File: src/rtl/burst_fifo_pkg.sv
// Shared constants for the burst-threshold FIFO pair.
// Assumes: the depth code is at most 3, so capacity is at most 64 bytes.
package burst_fifo_pkg;
    localparam int BYTE_W = 8;
    localparam int THR_W  = 6;
    localparam int REM_W  = 16;
    localparam int STAT_W = 16;
    localparam int CNTF_W = 7;   // width of each fill-count status field
endpackage

File: src/rtl/byte_fifo.sv
// Circular byte queue with a registered fill count.
// It drops a push when full and ignores a pop when empty, and shows 0 as head when empty.
// Assumes: CAP is a power of two, so the pointers wrap by themselves.
module byte_fifo #(
    parameter int CAP = 8,
    parameter int W   = 8,
    localparam int PW = $clog2(CAP),
    localparam int CW = PW + 1
) (
    input  logic          clk,
    input  logic          rst_n,
    input  logic          clr,
    input  logic          push,
    input  logic [W-1:0]  pdata,
    input  logic          pop,
    output logic [W-1:0]  head,
    output logic [CW-1:0] count,
    output logic          full,
    output logic          drop
);
    logic [W-1:0]  mem [CAP];
    logic [PW-1:0] wptr, rptr;
    logic          do_push, do_pop, empty;

    // Accept decisions are taken from the state before this edge.
    always_comb begin
        empty   = (count == '0);
        full    = (count == CW'(CAP));
        do_push = push && !full;
        do_pop  = pop && !empty;
        drop    = push && full;
        head    = empty ? '0 : mem[rptr];
    end

    // Update the pointers and the count.
    always_ff @(posedge clk) begin
        if (!rst_n || clr) begin
            wptr  <= '0;
            rptr  <= '0;
            count <= '0;
        end else begin
            if (do_push) wptr <= wptr + 1'b1;
            if (do_pop)  rptr <= rptr + 1'b1;
            count <= count + CW'(do_push) - CW'(do_pop);
        end
    end

    // Write the storage; it has no reset.
    always_ff @(posedge clk) begin
        if (do_push) mem[wptr] <= pdata;
    end

    assert_count_bound_R3: assert property (@(posedge clk) disable iff (!rst_n)
        count <= CW'(CAP));
    assert_full_drop_R12: assert property (@(posedge clk) disable iff (!rst_n)
        (full && push && !pop && !clr) |=> $stable(count));
    assert_empty_pop_R4: assert property (@(posedge clk) disable iff (!rst_n)
        (empty && pop && !push) |=> (count == '0));
endmodule

File: src/rtl/burst_req.sv
// Ready and drain request logic for one direction.
// IS_TX selects the variant: transmit compares free space, receive compares fill.
// Assumes: cnt never exceeds CAP.
module burst_req #(
    parameter int CAP   = 8,
    parameter bit IS_TX = 1'b0,
    parameter int THR_W = 6,
    parameter int REM_W = 16,
    localparam int CW   = $clog2(CAP) + 1,
    localparam int XW   = REM_W + 1
) (
    input  logic [THR_W-1:0] thr,
    input  logic [CW-1:0]    cnt,
    input  logic [REM_W-1:0] rem,
    output logic             ready,
    output logic             drain
);
    logic [XW-1:0] burst, level, rem_x, cnt_x;
    logic          window;

    // The window opens when the transfer tail is shorter than one burst.
    always_comb begin
        burst  = XW'(thr) + 1'b1;
        rem_x  = XW'(rem);
        cnt_x  = XW'(cnt);
        window = (rem != '0) && (rem_x < burst);
    end

    generate
        if (IS_TX) begin : g_tx
            // Transmit: a burst fits in the free space; the tail still needs bytes.
            always_comb begin
                level = XW'(CAP) - cnt_x;
                ready = !window && (level >= burst);
                drain = window && (cnt_x < rem_x);
            end
        end else begin : g_rx
            // Receive: a burst is waiting; the tail has data in the queue.
            always_comb begin
                level = cnt_x;
                ready = !window && (level >= burst);
                drain = window && (cnt_x != '0);
            end
        end
    endgenerate
endmodule

File: src/rtl/burst_fifo_pair.sv
// Receive and transmit byte queues with burst-ready and tail-drain requests.
// It holds the threshold configuration, the status word and the sticky overflow flag.
// Assumes: DEPTH_CODE is 0..3; the engine and software use the byte ports directly.
module burst_fifo_pair
    import burst_fifo_pkg::*;
#(
    parameter int DEPTH_CODE = 0,
    localparam int CAP = 8 << DEPTH_CODE,
    localparam int CW  = $clog2(CAP) + 1
) (
    input  logic              clk,
    input  logic              rst_n,
    input  logic              soft_rst,
    input  logic              cfg_we,
    input  logic [STAT_W-1:0] cfg_wdata,
    input  logic              rx_push,
    input  logic [BYTE_W-1:0] rx_pdata,
    input  logic              rd_en,
    output logic [BYTE_W-1:0] rd_data,
    input  logic              wr_en,
    input  logic [BYTE_W-1:0] wr_data,
    input  logic              tx_pop,
    output logic [BYTE_W-1:0] tx_pdata,
    input  logic [REM_W-1:0]  remaining,
    output logic [STAT_W-1:0] status,
    output logic              tx_ovf,
    output logic              rx_ready,
    output logic              rx_drain,
    output logic              tx_ready,
    output logic              tx_drain
);
    logic [THR_W-1:0] rx_thr, tx_thr;
    logic [CW-1:0]    rx_cnt, tx_cnt;
    logic             rx_full, tx_full, rx_drop, tx_drop;

    // Threshold register; rst_n sets both thresholds to half the capacity.
    always_ff @(posedge clk) begin
        if (!rst_n) begin
            rx_thr <= THR_W'(CAP / 2);
            tx_thr <= THR_W'(CAP / 2);
        end else if (cfg_we) begin
            rx_thr <= cfg_wdata[THR_W-1:0];
            tx_thr <= cfg_wdata[8 +: THR_W];
        end
    end

    // Sticky overflow: set by a dropped write, cleared by a soft clear.
    always_ff @(posedge clk) begin
        if (!rst_n || soft_rst) tx_ovf <= 1'b0;
        else if (tx_drop)       tx_ovf <= 1'b1;
    end

    byte_fifo #(.CAP(CAP), .W(BYTE_W)) u_rxq (
        .clk(clk), .rst_n(rst_n), .clr(soft_rst),
        .push(rx_push), .pdata(rx_pdata), .pop(rd_en),
        .head(rd_data), .count(rx_cnt), .full(rx_full), .drop(rx_drop));

    byte_fifo #(.CAP(CAP), .W(BYTE_W)) u_txq (
        .clk(clk), .rst_n(rst_n), .clr(soft_rst),
        .push(wr_en), .pdata(wr_data), .pop(tx_pop),
        .head(tx_pdata), .count(tx_cnt), .full(tx_full), .drop(tx_drop));

    burst_req #(.CAP(CAP), .IS_TX(1'b0), .THR_W(THR_W), .REM_W(REM_W)) u_rxreq (
        .thr(rx_thr), .cnt(rx_cnt), .rem(remaining), .ready(rx_ready), .drain(rx_drain));

    burst_req #(.CAP(CAP), .IS_TX(1'b1), .THR_W(THR_W), .REM_W(REM_W)) u_txreq (
        .thr(tx_thr), .cnt(tx_cnt), .rem(remaining), .ready(tx_ready), .drain(tx_drain));

    // Status word: size code over the transmit and receive fill counts.
    always_comb begin
        status = {2'(DEPTH_CODE), CNTF_W'(tx_cnt), CNTF_W'(rx_cnt)};
    end

    assert_ovf_sticky_R6: assert property (@(posedge clk) disable iff (!rst_n)
        (tx_ovf && !soft_rst) |=> tx_ovf);
    assert_ovf_set_R6: assert property (@(posedge clk) disable iff (!rst_n)
        (wr_en && tx_full && !soft_rst) |=> tx_ovf);
    assert_soft_clear_R11: assert property (@(posedge clk) disable iff (!rst_n)
        soft_rst |=> (status[13:0] == '0 && !tx_ovf));
    assert_rx_drop_R12: assert property (@(posedge clk) disable iff (!rst_n)
        (rx_drop && !rd_en && !soft_rst) |=> (rx_cnt == CW'(CAP)));
endmodule

File: config.mk
export PLATFORM = sky130hd
export DESIGN_NAME = burst_fifo_pair
export DESIGN_NICKNAME = d
export VERILOG_FILES = /design/src/rtl/burst_fifo_pkg.sv /design/src/rtl/byte_fifo.sv /design/src/rtl/burst_req.sv /design/src/rtl/burst_fifo_pair.sv
export SDC_FILE = /design/constraint.sdc
export NUM_CORES = 1
export LEC_CHECK = 0
export ABC_AREA = 1
export BUFFER_PORTS_ARGS = -buffer_cell sky130_fd_sc_hd__buf_2
export CORE_AREA = 2 2 150 123
export CTS_CLUSTER_DIAMETER = 30
export DETAILED_ROUTE_END_ITERATION = 10
export DIE_AREA = 0 0 152 125
export SLEW_MARGIN = 0
export SYNTH_ARGS = -nofsm -noshare
export SYNTH_HDL_FRONTEND = slang
export SYNTH_SLANG_ARGS = --single-unit
File: constraint.sdc
create_clock -name clk -period 2.9 [get_ports clk]
set_clock_uncertainty 0.1 [all_clocks]
set_input_delay 0.58 -clock clk [delete_from_list [all_inputs] [get_ports clk]]
set_output_delay 0.58 -clock clk [all_outputs]
set_load 0.01 [all_outputs]
==> out/metrics.yaml <==
port_buffers: 80
cp-start-kind: "register"
netlist_area_mm2: 0.00776
power_density_mw_per_mm2: 839
ios: 93
hp-class: "input pin to register"
viasPerCell: 5.16
finalWorstSetupSlack_ps: -179
dp.final_hpwl_mm: 11.3
dieArea_mm2: 0.0190
post-route-drc-count: 0
postCtsHoldBufs: 0
yosysTopAreaCellShare_pct: 49.5
period_share_pct: 106
p_leak_nw: 3.94
violations: "negative setup slack"
rsz0062_at_grt: "true"
row_count: 44
switching_share_pct: 33.9
synth_seq_area_share_pct: 59.6
h-tree-depth: 4
start_util_pct: 43.9
synth_top_family_by_area: "simple AND/OR/NAND/NOR gates"
ys_types: 40
rr_startpoint: "u_txq.count[1]$_SDFF_PP0_"
critPathKind: "register to output port"
avgRoutedWirePerCell_um: 16.0
die_h_um: 125
grt_antenna_before_repair: 0
gp_congestion: 0.874
fin_nets: 1008
maxSlewHeadroom_pct: 38.2
synth_seq_cells: 167
synth_async_sr_flop_share_pct: 0
power_frac_seq_pct: 34.3
cts_tree: "done"
coreArea_mm2: 0.0177
ys.warnings.count: 0
endpoint_kind: "output port"
clockBufferDepth: 2
finalCriticalPeriod_ps: 3080
synth_area_leaders: "edfxtp_1, dfxtp_1, nor2_1"
placed_cell_area_mm2: 0.00849
grt_pass1_vias: 5829
drive_gt1_share_pct: 29.9
tightest_slew_ps: 924
drt_wl_total_mm: 18.5
root_buffer: "clkbuf_16"
cp-startpoint: "tx_thr[0]$_SDFFE_PN0P_"
final-hold-violation-count: 0
grt_max_degree: 33
cp_data_required_time_ps: 2220
critPathArrivalTime_ps: 2400
synth_compound_area_share_pct: 10.7
num_vias: 5938
synth_mux_area_share_pct: 0
track_usage_pct: 19.3
slew_viol_final: 0
synthSimpleGateAreaFrac_pct: 15.3
synth_edf_count: 128
dr.pass1.iters: 5
synth_area_per_cell_um2: 10.3
fmax_mhz: 325
synth_top_area_cell: "edfxtp_1"
ys.flop_type: "edfxtp_1"
cap_violations: 0
grt_pass1_wl_mm: 29.0
cts_buffers: 17
power.total_mw: 8.37
clkSlewWorstSetupHoldPaths_ps: 70
switchingPower_mw: 2.83
grt_overflow: 0
status: "finished, violations left"
postRouteAntennaNets: 0
drtIter0Drc: 382
clock_latency_ps: 430
netlist_instances: 752
synthXorXnorAreaFrac_pct: 1.22
p_comb_share_pct: 37.4
setup_viol: 2
fp.dieW_um: 152
internal_power_mw: 5.53
diodes: 0
cp_max_fo: 4
area_growth_pct: 28.4
ir_drop_mv: 0.406
synthAdderAreaFrac_pct: 7.44
cts_sinks: 167
hold_path.startpoint: "cfg_wdata[13]"
fin_area_mm2: 0.00997
pwr-share-clk_pct: 28.4
-- what timing repair did --
| action | 4_1_cts | 5_1_grt |
|---|---|---|
| gates resized for setup | 50 | 60 |
| setup endpoints to repair | 4 | 17 |
| setup buffers | 50 | 10 |
| pin swaps | 23 | 38 |
| endpoints found under the hold margin | 0 | 0 |
-- worst max-delay path, cell delays in order (launching register included) --
cell	delay (ps)
dfxtp_4	370
ha_4	170
buf_4	140
xnor2_2	220
ha_1	310
a21oi_1	190
o21a_1	180
o21ai_2	60
a21oi_2	140
a21oi_1	50
buf_2	140
-- sequential cells by signal, indices dropped and copies added (netlist names), named ones only --
register	cells
u_rxq.mem	64
u_txq.mem	64
rx_thr	6
tx_thr	6
u_rxq.count	4
u_txq.count	4
u_rxq.rptr	3
u_rxq.wptr	3
u_txq.rptr	3
u_txq.wptr	3
tx_ovf	1
-- final timing paths --
path                       endpoint  slack [ps]  cells past startpoint
max                        tx_ready        -180                     10
min reg2reg     tx_ovf$_SDFFE_PP0P_         370                      2
min          tx_thr[5]$_SDFFE_PN0P_         270                      3
max reg2reg     tx_ovf$_SDFFE_PP0P_          30                     21
-- layer usage --
layer | routed length [um] | up-vias | GRT usage [%]
li1 | - | 2899 | -
met1 | 8520 | 2856 | 25.6
met2 | 8860 | 162 | 31.5
met3 | 836 | 21 | 3.81
met4 | 234 | 0 | 7.42
met5 | 0 | - | 0
-- through the flow --
step / hold WS (ps) / setup WS, ps / instances / util (%) / TNS [ps]
4_1_cts: 254 / -77.6 / 1143 / 54.7 / -78.9
3_5_place_dp: 338 / 157 / 1061 / 48.0 / 0
6_report: 271 / -179 / 1150 / 56.4 / -259
3_3_place_gp: 339 / 212 / 1061 / 48.0 / 0
2_1_floorplan: 357 / 282 / 759 / - / 0
5_1_grt: 286 / -253 / 1150 / 56.4 / -702
-- power by group through the flow --
stage                     sequential (mW)  combinational [mW]  clock [mW]
after floorplan                      2.89                1.49           0
after global placement               2.89                2.22           0
after detailed placement             2.89                2.29           0
after CTS                            2.85                2.78        2.42
after global routing                 2.88                3.47        2.51
final                                2.87                3.13        2.37
-- placed cells by master (no fill, tap or decap), types with 19 or more instances in the layout --
master / netlist / layout
a21oi_1: 23 / 19
buf_2: 6 / 80
buf_4: 12 / 77
dfxtp_1: 39 / 27
edfxtp_1: 128 / 128
ha_1: 43 / 28
inv_1: 67 / 57
nand2_1: 66 / 59
nor2_1: 187 / 182
o21ai_0: 52 / 47
o32ai_1: 32 / 32
-- cell families (layout without fill, tap and decap cells) --
| kind of cell | count (synthesis) | count (layout) |
|---|---|---|
| AO/OA/AOI/OAI | 136 | 136 |
| XOR/XNOR | 10 | 10 |
| adder cells (fa/ha/maj) | 45 | 45 |
| buffers and inverters | 104 | 265 |
| flip-flops | 167 | 167 |
| other | 1 | 8 |
| AND/OR/NAND/NOR | 289 | 289 |
-- synthesized netlist by cell type, drive strengths merged (4+ instances only) --
cell	count
nor2	188
dfxtp	39
o32ai	32
nand2	66
xor2	7
nand3	13
nand4	4
nor3b	4
edfxtp	128
ha	43
a21oi	24
buf	19
o21ai	68
inv	72
nor3	6
clkbuf	13
-- cell type report --
class | count | area, um^2
Fill cell | 1415 | 7700
Sequential cell | 167 | 4650
Multi-Input combinational cell | 488 | 3100
Timing Repair Buffer | 161 | 1020
Clock buffer | 19 | 433
Tap cell | 230 | 288
Inverter | 72 | 285
Clock inverter | 13 | 185
No activity file was read; power rests on OpenSTA's default activity.
